<file path="src/rtl/ifmt_pkg.sv">
package ifmt_pkg;

  localparam int unsigned IW   = 16;  // instruction word width
  localparam int unsigned RW   = 4;   // register index width
  localparam int unsigned IMMW = 8;   // short immediate width
  localparam int unsigned OFFW = 10;  // branch offset width
  localparam int unsigned OPW  = 8;   // opcode output width
  localparam int unsigned LENW = 3;   // length field width
  localparam int unsigned LOWW = 12;  // low word bits carrying operands

  localparam int unsigned BASE_BYTES = 2;
  localparam int unsigned EXT_BYTES  = 4;

  localparam int unsigned F3_LAST_OP = 9;

  typedef enum logic [1:0] {
    FMT_NONE  = 2'd0,
    FMT_ONE   = 2'd1,
    FMT_TWO   = 2'd2,
    FMT_THREE = 2'd3
  } fmt_e;

  // format 1 opcodes followed by a 32-bit immediate word
  function automatic logic op_has_ext(input int unsigned op);
    case (op)
      32'h01, 32'h03, 32'h08, 32'h09, 32'h0c, 32'h0d,
      32'h1a, 32'h1b, 32'h1d, 32'h1f, 32'h20, 32'h22,
      32'h24, 32'h30, 32'h36, 32'h37, 32'h38, 32'h39: return 1'b1;
      default: return 1'b0;
    endcase
  endfunction

  // format 1 opcodes that name an operation
  function automatic logic op_defined(input int unsigned op);
    return ((op >= 32'h01) && (op <= 32'h0e)) ||
           ((op >= 32'h19) && (op <= 32'h39));
  endfunction

endpackage

</file>
<file path="src/rtl/ifmt_f1_table.sv">
module ifmt_f1_table
  import ifmt_pkg::*;
#(
  parameter int unsigned OP_W = OPW
) (
  input  logic [OP_W-1:0] op_i,
  output logic            ext_o,
  output logic            def_o
);

  localparam int unsigned ENTRIES = 1 << OP_W;

  logic [ENTRIES-1:0] ext_tab;
  logic [ENTRIES-1:0] def_tab;

  for (genvar k = 0; k < ENTRIES; k++) begin : g_row
    assign ext_tab[k] = op_has_ext(k);
    assign def_tab[k] = op_defined(k);
  end

  assign ext_o = ext_tab[op_i];
  assign def_o = def_tab[op_i];

endmodule

</file>
<file path="src/rtl/ifmt_classify.sv">
module ifmt_classify
  import ifmt_pkg::*;
#(
  parameter int unsigned WORD_W = IW,
  parameter int unsigned OP_W   = OPW
) (
  input  logic [WORD_W-1:0] word_i,
  input  logic              f1_def_i,
  output logic [OP_W-1:0]   f1_op_o,
  output fmt_e              fmt_o,
  output logic [OP_W-1:0]   op_o,
  output logic              illegal_o
);

  localparam int unsigned TOP = WORD_W - 1;

  logic [3:0] f3_op;

  assign f1_op_o = word_i[TOP -: OP_W];
  assign f3_op   = word_i[TOP-2 -: 4];

  always_comb begin
    fmt_o     = FMT_NONE;
    op_o      = '0;
    illegal_o = 1'b0;
    if (!word_i[TOP]) begin
      fmt_o     = FMT_ONE;
      op_o      = f1_op_o;
      illegal_o = !f1_def_i;
    end else if (!word_i[TOP-1]) begin
      fmt_o     = FMT_TWO;
      op_o      = OP_W'(word_i[TOP-2 -: 2]);
      illegal_o = 1'b0;
    end else begin
      fmt_o     = FMT_THREE;
      op_o      = OP_W'(f3_op);
      illegal_o = (32'(f3_op) > F3_LAST_OP);
    end
  end

endmodule

</file>
<file path="src/rtl/ifmt_fields.sv">
module ifmt_fields
  import ifmt_pkg::*;
#(
  parameter int unsigned REG_W = RW,
  parameter int unsigned IMM_W = IMMW,
  parameter int unsigned OFF_W = OFFW,
  parameter int unsigned LOW_W = LOWW
) (
  input  fmt_e             fmt_i,
  input  logic [LOW_W-1:0] low_i,
  output logic [REG_W-1:0] ra_o,
  output logic [REG_W-1:0] rb_o,
  output logic [IMM_W-1:0] imm_o,
  output logic [OFF_W-1:0] off_o,
  output logic [OFF_W:0]   disp_o
);

  always_comb begin
    ra_o   = '0;
    rb_o   = '0;
    imm_o  = '0;
    off_o  = '0;
    disp_o = '0;
    case (fmt_i)
      FMT_ONE: begin
        ra_o = low_i[2*REG_W-1 -: REG_W];
        rb_o = low_i[REG_W-1:0];
      end
      FMT_TWO: begin
        ra_o  = low_i[IMM_W+REG_W-1 -: REG_W];
        imm_o = low_i[IMM_W-1:0];
      end
      FMT_THREE: begin
        off_o  = low_i[OFF_W-1:0];
        // signed halfword offset scaled to bytes; sign stays in the top bit
        disp_o = {low_i[OFF_W-1:0], 1'b0};
      end
      default: ;
    endcase
  end

endmodule

</file>
<file path="src/rtl/ifmt_decoder.sv">
module ifmt_decoder
  import ifmt_pkg::*;
#(
  parameter int unsigned WORD_W = IW,
  parameter int unsigned OP_W   = OPW,
  parameter int unsigned REG_W  = RW,
  parameter int unsigned IMM_W  = IMMW,
  parameter int unsigned OFF_W  = OFFW,
  parameter int unsigned LEN_W  = LENW
) (
  input  logic              clk,
  input  logic              rst_n,
  input  logic              in_valid_i,
  input  logic [WORD_W-1:0] instr_i,
  output logic              out_valid_o,
  output logic [1:0]        fmt_o,
  output logic [OP_W-1:0]   opcode_o,
  output logic [REG_W-1:0]  ra_o,
  output logic [REG_W-1:0]  rb_o,
  output logic [IMM_W-1:0]  imm_o,
  output logic [OFF_W-1:0]  off_o,
  output logic [OFF_W:0]    disp_o,
  output logic              ext_imm_o,
  output logic [LEN_W-1:0]  len_o,
  output logic              illegal_o
);

  localparam logic [LEN_W-1:0] LEN_SHORT = LEN_W'(BASE_BYTES);
  localparam logic [LEN_W-1:0] LEN_LONG  = LEN_W'(BASE_BYTES + EXT_BYTES);
  localparam int unsigned      LOW_W     = OFF_W + 2;

  // reset: asynchronous assertion, synchronous release
  logic [1:0] rst_sync_q;
  logic       rst_q_n;

  always_ff @(posedge clk or negedge rst_n) begin
    if (!rst_n) rst_sync_q <= 2'b00;
    else        rst_sync_q <= {rst_sync_q[0], 1'b1};
  end
  assign rst_q_n = rst_sync_q[1];

  // decode stage
  logic [OP_W-1:0]  f1_op;
  logic             f1_ext, f1_def;
  fmt_e             dec_fmt;
  logic [OP_W-1:0]  dec_op;
  logic             dec_ill;
  logic [REG_W-1:0] dec_ra, dec_rb;
  logic [IMM_W-1:0] dec_imm;
  logic [OFF_W-1:0] dec_off;
  logic [OFF_W:0]   dec_disp;

  ifmt_f1_table #(.OP_W(OP_W)) u_table (
    .op_i  (f1_op),
    .ext_o (f1_ext),
    .def_o (f1_def)
  );

  ifmt_classify #(.WORD_W(WORD_W), .OP_W(OP_W)) u_class (
    .word_i    (instr_i),
    .f1_def_i  (f1_def),
    .f1_op_o   (f1_op),
    .fmt_o     (dec_fmt),
    .op_o      (dec_op),
    .illegal_o (dec_ill)
  );

  ifmt_fields #(.REG_W(REG_W), .IMM_W(IMM_W), .OFF_W(OFF_W), .LOW_W(LOW_W)) u_fields (
    .fmt_i  (dec_fmt),
    .low_i  (instr_i[LOW_W-1:0]),
    .ra_o   (dec_ra),
    .rb_o   (dec_rb),
    .imm_o  (dec_imm),
    .off_o  (dec_off),
    .disp_o (dec_disp)
  );

  // next-state values
  logic [1:0]       nx_fmt;
  logic [OP_W-1:0]  nx_op;
  logic [REG_W-1:0] nx_ra, nx_rb;
  logic [IMM_W-1:0] nx_imm;
  logic [OFF_W-1:0] nx_off;
  logic [OFF_W:0]   nx_disp;
  logic             nx_ext;
  logic [LEN_W-1:0] nx_len;

  always_comb begin
    nx_fmt  = dec_fmt;
    nx_op   = dec_op;
    nx_ra   = dec_ra;
    nx_rb   = dec_rb;
    nx_imm  = dec_imm;
    nx_off  = dec_off;
    nx_disp = dec_disp;
    nx_ext  = (dec_fmt == FMT_ONE) && f1_ext;
    if (dec_ill) begin
      nx_op   = '0;
      nx_ra   = '0;
      nx_rb   = '0;
      nx_imm  = '0;
      nx_off  = '0;
      nx_disp = '0;
      nx_ext  = 1'b0;
    end
    nx_len = nx_ext ? LEN_LONG : LEN_SHORT;
  end

  // output registers, loaded on the strobe
  logic             vld_q;
  logic [1:0]       fmt_q;
  logic [OP_W-1:0]  op_q;
  logic [REG_W-1:0] ra_q, rb_q;
  logic [IMM_W-1:0] imm_q;
  logic [OFF_W-1:0] off_q;
  logic [OFF_W:0]   disp_q;
  logic             ext_q;
  logic [LEN_W-1:0] len_q;
  logic             ill_q;

  always_ff @(posedge clk or negedge rst_q_n) begin
    if (!rst_q_n) begin
      vld_q  <= 1'b0;
      fmt_q  <= '0;
      op_q   <= '0;
      ra_q   <= '0;
      rb_q   <= '0;
      imm_q  <= '0;
      off_q  <= '0;
      disp_q <= '0;
      ext_q  <= 1'b0;
      len_q  <= '0;
      ill_q  <= 1'b0;
    end else begin
      vld_q <= in_valid_i;
      if (in_valid_i) begin
        fmt_q  <= nx_fmt;
        op_q   <= nx_op;
        ra_q   <= nx_ra;
        rb_q   <= nx_rb;
        imm_q  <= nx_imm;
        off_q  <= nx_off;
        disp_q <= nx_disp;
        ext_q  <= nx_ext;
        len_q  <= nx_len;
        ill_q  <= dec_ill;
      end
    end
  end

  assign out_valid_o = vld_q;
  assign fmt_o       = fmt_q;
  assign opcode_o    = op_q;
  assign ra_o        = ra_q;
  assign rb_o        = rb_q;
  assign imm_o       = imm_q;
  assign off_o       = off_q;
  assign disp_o      = disp_q;
  assign ext_imm_o   = ext_q;
  assign len_o       = len_q;
  assign illegal_o   = ill_q;

  // the strobe shows up on out_valid_o one cycle later
  a_r7_valid_follows: assert property (@(posedge clk) disable iff (!rst_q_n)
    in_valid_i |=> out_valid_o);

  // idle cycles leave the decoded outputs unchanged
  a_r7_hold_idle: assert property (@(posedge clk) disable iff (!rst_q_n)
    !in_valid_i |=> ($stable(opcode_o) && $stable(ra_o) && $stable(imm_o) &&
                     $stable(disp_o) && $stable(fmt_o) && $stable(len_o)));

  // a strobed word with a clear top bit decodes as format 1
  a_r1_top_bit_fmt1: assert property (@(posedge clk) disable iff (!rst_q_n)
    (in_valid_i && !instr_i[WORD_W-1]) |=> (fmt_o == 2'(FMT_ONE)));

  // an illegal word carries no operand fields
  a_r6_illegal_zero: assert property (@(posedge clk) disable iff (!rst_q_n)
    illegal_o |-> (opcode_o == '0 && ra_o == '0 && rb_o == '0 && imm_o == '0 &&
                   disp_o == '0 && !ext_imm_o));

  // only format 1 words may claim a trailing immediate
  a_r4_ext_only_fmt1: assert property (@(posedge clk) disable iff (!rst_q_n)
    ext_imm_o |-> (fmt_o == 2'(FMT_ONE) && len_o == LEN_LONG));

  // format 3 carries no register index
  a_r3_fmt3_no_regs: assert property (@(posedge clk) disable iff (!rst_q_n)
    (fmt_o == 2'(FMT_THREE)) |-> (ra_o == '0 && rb_o == '0 && imm_o == '0));

  // format 2 never flags illegal
  a_r9_fmt2_legal: assert property (@(posedge clk) disable iff (!rst_q_n)
    (fmt_o == 2'(FMT_TWO)) |-> !illegal_o);

endmodule

</file>
<file path="config.mk">
export PLATFORM = sky130hd
export DESIGN_NAME = ifmt_decoder
export DESIGN_NICKNAME = d
export VERILOG_FILES = /design/src/rtl/ifmt_pkg.sv /design/src/rtl/ifmt_f1_table.sv /design/src/rtl/ifmt_classify.sv /design/src/rtl/ifmt_fields.sv /design/src/rtl/ifmt_decoder.sv
export SDC_FILE = /design/constraint.sdc
export NUM_CORES = 1
export LEC_CHECK = 0
export CAP_MARGIN = 0
export CELL_PAD_IN_SITES_DETAIL_PLACEMENT = 2
export CELL_PAD_IN_SITES_GLOBAL_PLACEMENT = 2
export CORE_MARGIN = 3
export CORE_UTILIZATION = 39
export CTS_CLUSTER_SIZE = 8
export DETAILED_ROUTE_END_ITERATION = 12
export DONT_BUFFER_PORTS = 1
export GPL_ROUTABILITY_DRIVEN = 0
export HOLD_SLACK_MARGIN = 0.03
export PLACE_DENSITY = 0.77
export SYNTH_ARGS = -nofsm -noshare
export SYNTH_HDL_FRONTEND = slang
export SYNTH_SLANG_ARGS = --single-unit
</file>
<file path="constraint.sdc">
create_clock -name clk -period 2.6 [get_ports clk]
set_clock_uncertainty 0.2 [all_clocks]
set_input_delay 0.39 -clock clk [delete_from_list [all_inputs] [get_ports clk]]
set_output_delay 0.39 -clock clk [all_outputs]
set_load 0.02 [all_outputs]
</file>
After elaboration in Yosys (flattened, before gate mapping)
Memory sizes are Yosys's and may differ from the RTL's.
Index checks and enable logic that the tools add are counted.
{ "word_totals": {"output_inout_bits": 53, "romBits": 512, "in_bits": 19, "n_memories": 2, "word_cells": 42, "regBits": 55} }
{ "memory_table": {"columns": ["memory", "depth", "word_bits", "read_ports", "rd_clocked_by_memory_dff", "wr", "line_no", "text"], "rows": [
  ["(no name shown)", 256, 1, 1, 0, 0, "ifmt_f1_table.sv:21", "assign ext_o = ext_tab[op_i];"],
  ["(no name shown)", 256, 1, 1, 0, 0, "ifmt_f1_table.sv:22", "assign def_o = def_tab[op_i];"]
]} }
{ "classes": {"order_cmp": 2, "n_mux": 21, "eq_ne": 3, "n_reduce_logical": 2} }
{ "ops": {"columns": ["op", "count"], "rows": [
  ["$mux W8", 4],
  ["$mux W11", 2],
  ["$mux W10", 2],
  ["$mux W4", 4],
  ["$lt A8 B9 Y1 const B", 1],
  ["$pmux W4 S2", 1],
  ["$mux W1", 6],
  ["$eq A2 B2 Y1 const B", 2],
  ["$gt A4 B4 Y1 const B", 1],
  ["$mux W3", 1],
  ["$eq A2 B1 Y1 const B", 1],
  ["$mux W2", 1],
  ["$logic_and A1 B1 Y1", 1],
  ["$logic_not A1 Y1", 1]
]} }

Depth between registers and ports, before layout
{ "logic_depth": {"depth_word": 6, "mapped_depth": 6, "ltp_nobuf": 4} }

Cells and area by module
A second synthesis with hierarchy kept.
{ "unflattened": {"cells_unflattened": 318, "area_unflattened_um2": 2997.9} }
{ "by_module_without_submodules": {"columns": ["mod", "seq_area_each_um2", "n_inst", "cells_each", "area_per_inst_um2"], "rows": [
  ["ifmt_decoder", 1326.3, 1, 213, 2259.7],
  ["ifmt_fields", 0.0, 1, 48, 340.3],
  ["ifmt_classify", 0.0, 1, 31, 210.2],
  ["ifmt_f1_table", 0.0, 1, 26, 187.7]
]} }

Worst setup path after synthesis
OpenSTA, ideal clock, no wires.
{ "synth_timing": {"path_type": "input to register", "from": "input instr_i[8]", "to": "register op_q[4] (netlist: opcode_o[4])", "required_ns": 2.325, "slack_ns": 0.840, "path_buffers": 2, "setup_time_ns": 0.075, "cell_stages": 6, "t_arrival_ns": 1.485, "path_cell_list": "buf_6 -> and4b_4 -> a221oi_2 -> o2111ai_2 -> buf_6 -> o2bb2ai_2"} }
{ "synth_between": {"elab_chain_cells": 5} }
{ "synth_lines": {"columns": ["element", "line_no", "text"], "rows": [
  ["start, declared", "ifmt_decoder.sv:14", "input logic [WORD_W-1:0] instr_i,"],
  ["$mem_v2 Z256 W1", null, null],
  ["$mux W1 (implied by the code)", "ifmt_f1_table.sv:22", null],
  ["$logic_not A1 Y1", "ifmt_classify.sv:29", "illegal_o = !f1_def_i;"],
  ["$mux W1", "ifmt_classify.sv:26", "if (!word_i[TOP]) begin"],
  ["$mux W8", "ifmt_decoder.sv:97", "if (dec_ill) begin"],
  ["end signal, assigned", "ifmt_decoder.sv:138", "op_q <= nx_op;"],
  ["end, declared", "ifmt_decoder.sv:112", "logic [OP_W-1:0] op_q;"]
]} }
No other way between the ends. The select of a mux whose other input is x is not followed.
A chain may end at the register's enable or synchronous reset.

Worst setup path in the final report
{ "layout_timing": {"from": "input instr_i[11]", "to": "register op_q[2] (netlist: opcode_o[2])"} }
{ "layout_between": {"elab_chain_cells": 5, "elab_cells_between_ends": 7, "classes_between": "order compare (1); mux (4); reduce/logical (1); memory (1)"} }
{ "layout_lines": {"columns": ["element", "line_no"], "rows": [
  ["$mem_v2 Z256 W1", null],
  ["$mux W1 (implied by the code)", "ifmt_f1_table.sv:22"],
  ["$logic_not A1 Y1", "ifmt_classify.sv:29"],
  ["$mux W1 (*)", "ifmt_classify.sv:26"],
  ["$mux W8 (*)", "ifmt_decoder.sv:97"]
]} }
Mark *: on every way between the ends. The rest lies on a longest branch, timed or not. The select of a mux whose other input is x is not followed.

==> impl_metrics.json <==
{
  "fin_util": 0.444,
  "hold_depth": 2,
  "antenna_found_initial": 0,
  "cts_buffers": 5,
  "hold_end": "ra_o[1]",
  "r2r-end": "ra_o[1]",
  "grt_max_degree": 40,
  "start_util": 0.409,
  "post-cts-setup-buffer-count": 0,
  "drc_errors": 0,
  "setup_tns_ns": 0,
  "critPathLaunchType": "input pin",
  "max_freq_mhz": 545,
  "io_buffers": 0,
  "slew_viol_final": 0,
  "ys_seq_area_frac": 0.528,
  "grt-ovfl-total": 0,
  "nets": 187,
  "reg2reg_setup_slack_ns": 1.43,
  "critical_path_class": "in -> reg",
  "dp_hpwl_um": 3380,
  "syn_avg_cell_area_um2": 11.4,
  "cp.required_ns": 2.52,
  "hold_start": "instr_i[5]",
  "seq_area_um2": 1030,
  "rsz0062_at_grt": "false",
  "core-area_um2": 4750,
  "ys_async_sr_fraction": 1.00,
  "p_leak_nw": 0.953,
  "grt_pass1_wl_um": 8050,
  "htree_levels": 2,
  "tightest_slew_ns": 0.854,
  "final_common_cell": "dfrtp_1",
  "ff2ff_path_depth": 2,
  "drive_above_1_share": 0.160,
  "maxSlewHeadroom": 0.431,
  "n_antenna_cell": 0,
  "syn_inst": 170,
  "wl_per_cell_um": 20.8,
  "post-route-cell-area_um2": 2110,
  "die-area_um2": 5870,
  "fillers": 497,
  "placed_area_um2": 1860,
  "cts_tree": "built",
  "maxCapViolCount": 0,
  "rows": 25,
  "synthFlopType": "dfrtp_1",
  "crit_path_end_kind": "flip-flop",
  "clk_pin_slew_ns": 0.08,
  "fin_crit_ns": 1.83,
  "clock_path_buffers": 2,
  "ir_drop_mv": 0.278,
  "synth_area_um2": 1940,
  "fin_crit_sh": 0.706,
  "firstDrtPassIters": 4,
  "critPathMaxFanout": 12,
  "clk_latency_ns": 0.28,
  "root_buffer": "clkbuf_8",
  "hold_class": "in -> reg",
  "power_density_nw_per_um2": 627,
  "synth_cell_type_count": 42,
  "drt_wl_total_um": 4900,
  "ant_nets": 0,
  "finalWorstSetupSlack_ns": 0.766,
  "fp.dieH_um": 76.6,
  "post_drt_via_cell_ratio": 5.55,
  "critPathLaunch": "instr_i[11]",
  "finalSetupViolations": 0,
  "hold_viol_final": 0,
  "dp_slack_ns": 0.447,
  "die_w_um": 76.6,
  "synth_seq_cells": 41,
  "ios": 72,
  "arrival_ns": 1.75,
  "cts.sinks": 41,
  "yosys_warnings": 0,
  "mostFrequentLayoutCells": "dfrtp_1, a22o_1, inv_1, dlygate4sd3_1",
  "synth_edf_count": 0,
  "first_iter_violations": 40,
  "vias": 1309,
  "grt_pass1_vias": 1472,
  "rr_startpoint": "ra_o[1]",
  "syn2layout_area_growth_pct": 8.63,
  "multi_input_area_um2": 667,
  "track_usage": 0.174,
  "status": "finished, final reports clean"
}
-- metal layers --
metal	up-vias	global-route usage	share of wire
met5	-	0	0
met4	0	0.0380	0.0047
met3	2	0.0591	0.064
met2	39	0.281	0.51
met1	683	0.228	0.42
li1	585	-	-
-- area by class of cell --
cell class,count,area share
timing repair buffer,18,0.0830
clock buffer,7,0.0409
multi-input combinational,85,0.316
tap,67,0.0397
sequential,41,0.487
clock inverter,1,0.00356
inverter,17,0.0302
-- registers in the layout, summed over array words and instances (netlist names) --
signal	flops
fmt_o	2
opcode_o	7
illegal_o	1
len_o	1
off_o	10
out_valid_o	1
rst_sync_q	2
ra_o	4
imm_o	8
rb_o	4
ext_imm_o	1
-- power breakdown --
| group | internal [mW] | switching, mW | leakage, nW | total [mW] |
|---|---|---|---|---|
| Clock | 0.216 | 0.212 | 0.0445 | 0.428 |
| Combinational | 0.0609 | 0.0608 | 0.372 | 0.122 |
| Sequential | 0.674 | 0.100 | 0.536 | 0.775 |
-- worst max-delay path, stage by stage --
cell	delay [ns]
nor4_1	0.32
a221oi_2	0.09
o2111ai_2	0.70
o221ai_1	0.25
-- repair_timing --
| action | 4_1_cts | 5_1_grt |
|---|---|---|
| gates resized for setup | 0 | 0 |
| hold endpoints to repair | 21 | 4 |
| hold buffers | 12 | 4 |
-- synthesized netlist by cell type (2+ instances only) --
cell type / instances / area, um^2
o21ai_0: 3 / 15.0
nor2b_1: 2 / 12.5
a31oi_1: 2 / 12.5
inv_1: 17 / 63.8
nand4_1: 2 / 12.5
nor2_1: 6 / 22.5
conb_1: 2 / 7.51
o21ai_2: 5 / 43.8
nor4_1: 2 / 12.5
clkbuf_1: 8 / 30.0
o2bb2ai_2: 5 / 75.1
o21a_1: 2 / 15.0
dfrtp_1: 41 / 1030
nand2_1: 4 / 15.0
a22o_1: 18 / 158
buf_4: 14 / 105
a21oi_1: 3 / 15.0
buf_2: 2 / 10.0
o221ai_1: 2 / 17.5
o21ai_1: 2 / 10.0
a22oi_1: 4 / 30.0
buf_6: 4 / 45.0
-- worst max-delay path by stage --
stage,slack (ns),endpoint
finish,0.77,opcode_o[2]
global route,0.62,opcode_o[2]
CTS,0.75,opcode_o[2]
detailed placement,0.45,opcode_o[2]
global placement,0.48,opcode_o[2]
floorplan,0.84,opcode_o[4]
-- per-stage QoR --
| stage | total power [mW] | cells | hold WS [ns] |
|---|---|---|---|
| finish | 1.32 | 236 | 0.0410 |
| global placement | 0.883 | 212 | -0.106 |
| global route | 1.39 | 236 | 0.0317 |
| detailed placement | 0.890 | 212 | -0.106 |
| CTS | 1.34 | 232 | 0.0305 |
| floorplan | 0.890 | 172 | -0.106 |
-- cell families after synthesis --
family | Yosys count | share of synthesized area
DFF | 41 | 0.528
buffers and inverters | 46 | 0.133
and+or+nand+nor | 22 | 0.0631
muxes | 2 | 0.0116
AOI/OAI and AO/OA | 57 | 0.261
other | 2 | 0.00386
No activity file was read; power rests on OpenSTA's default activity.
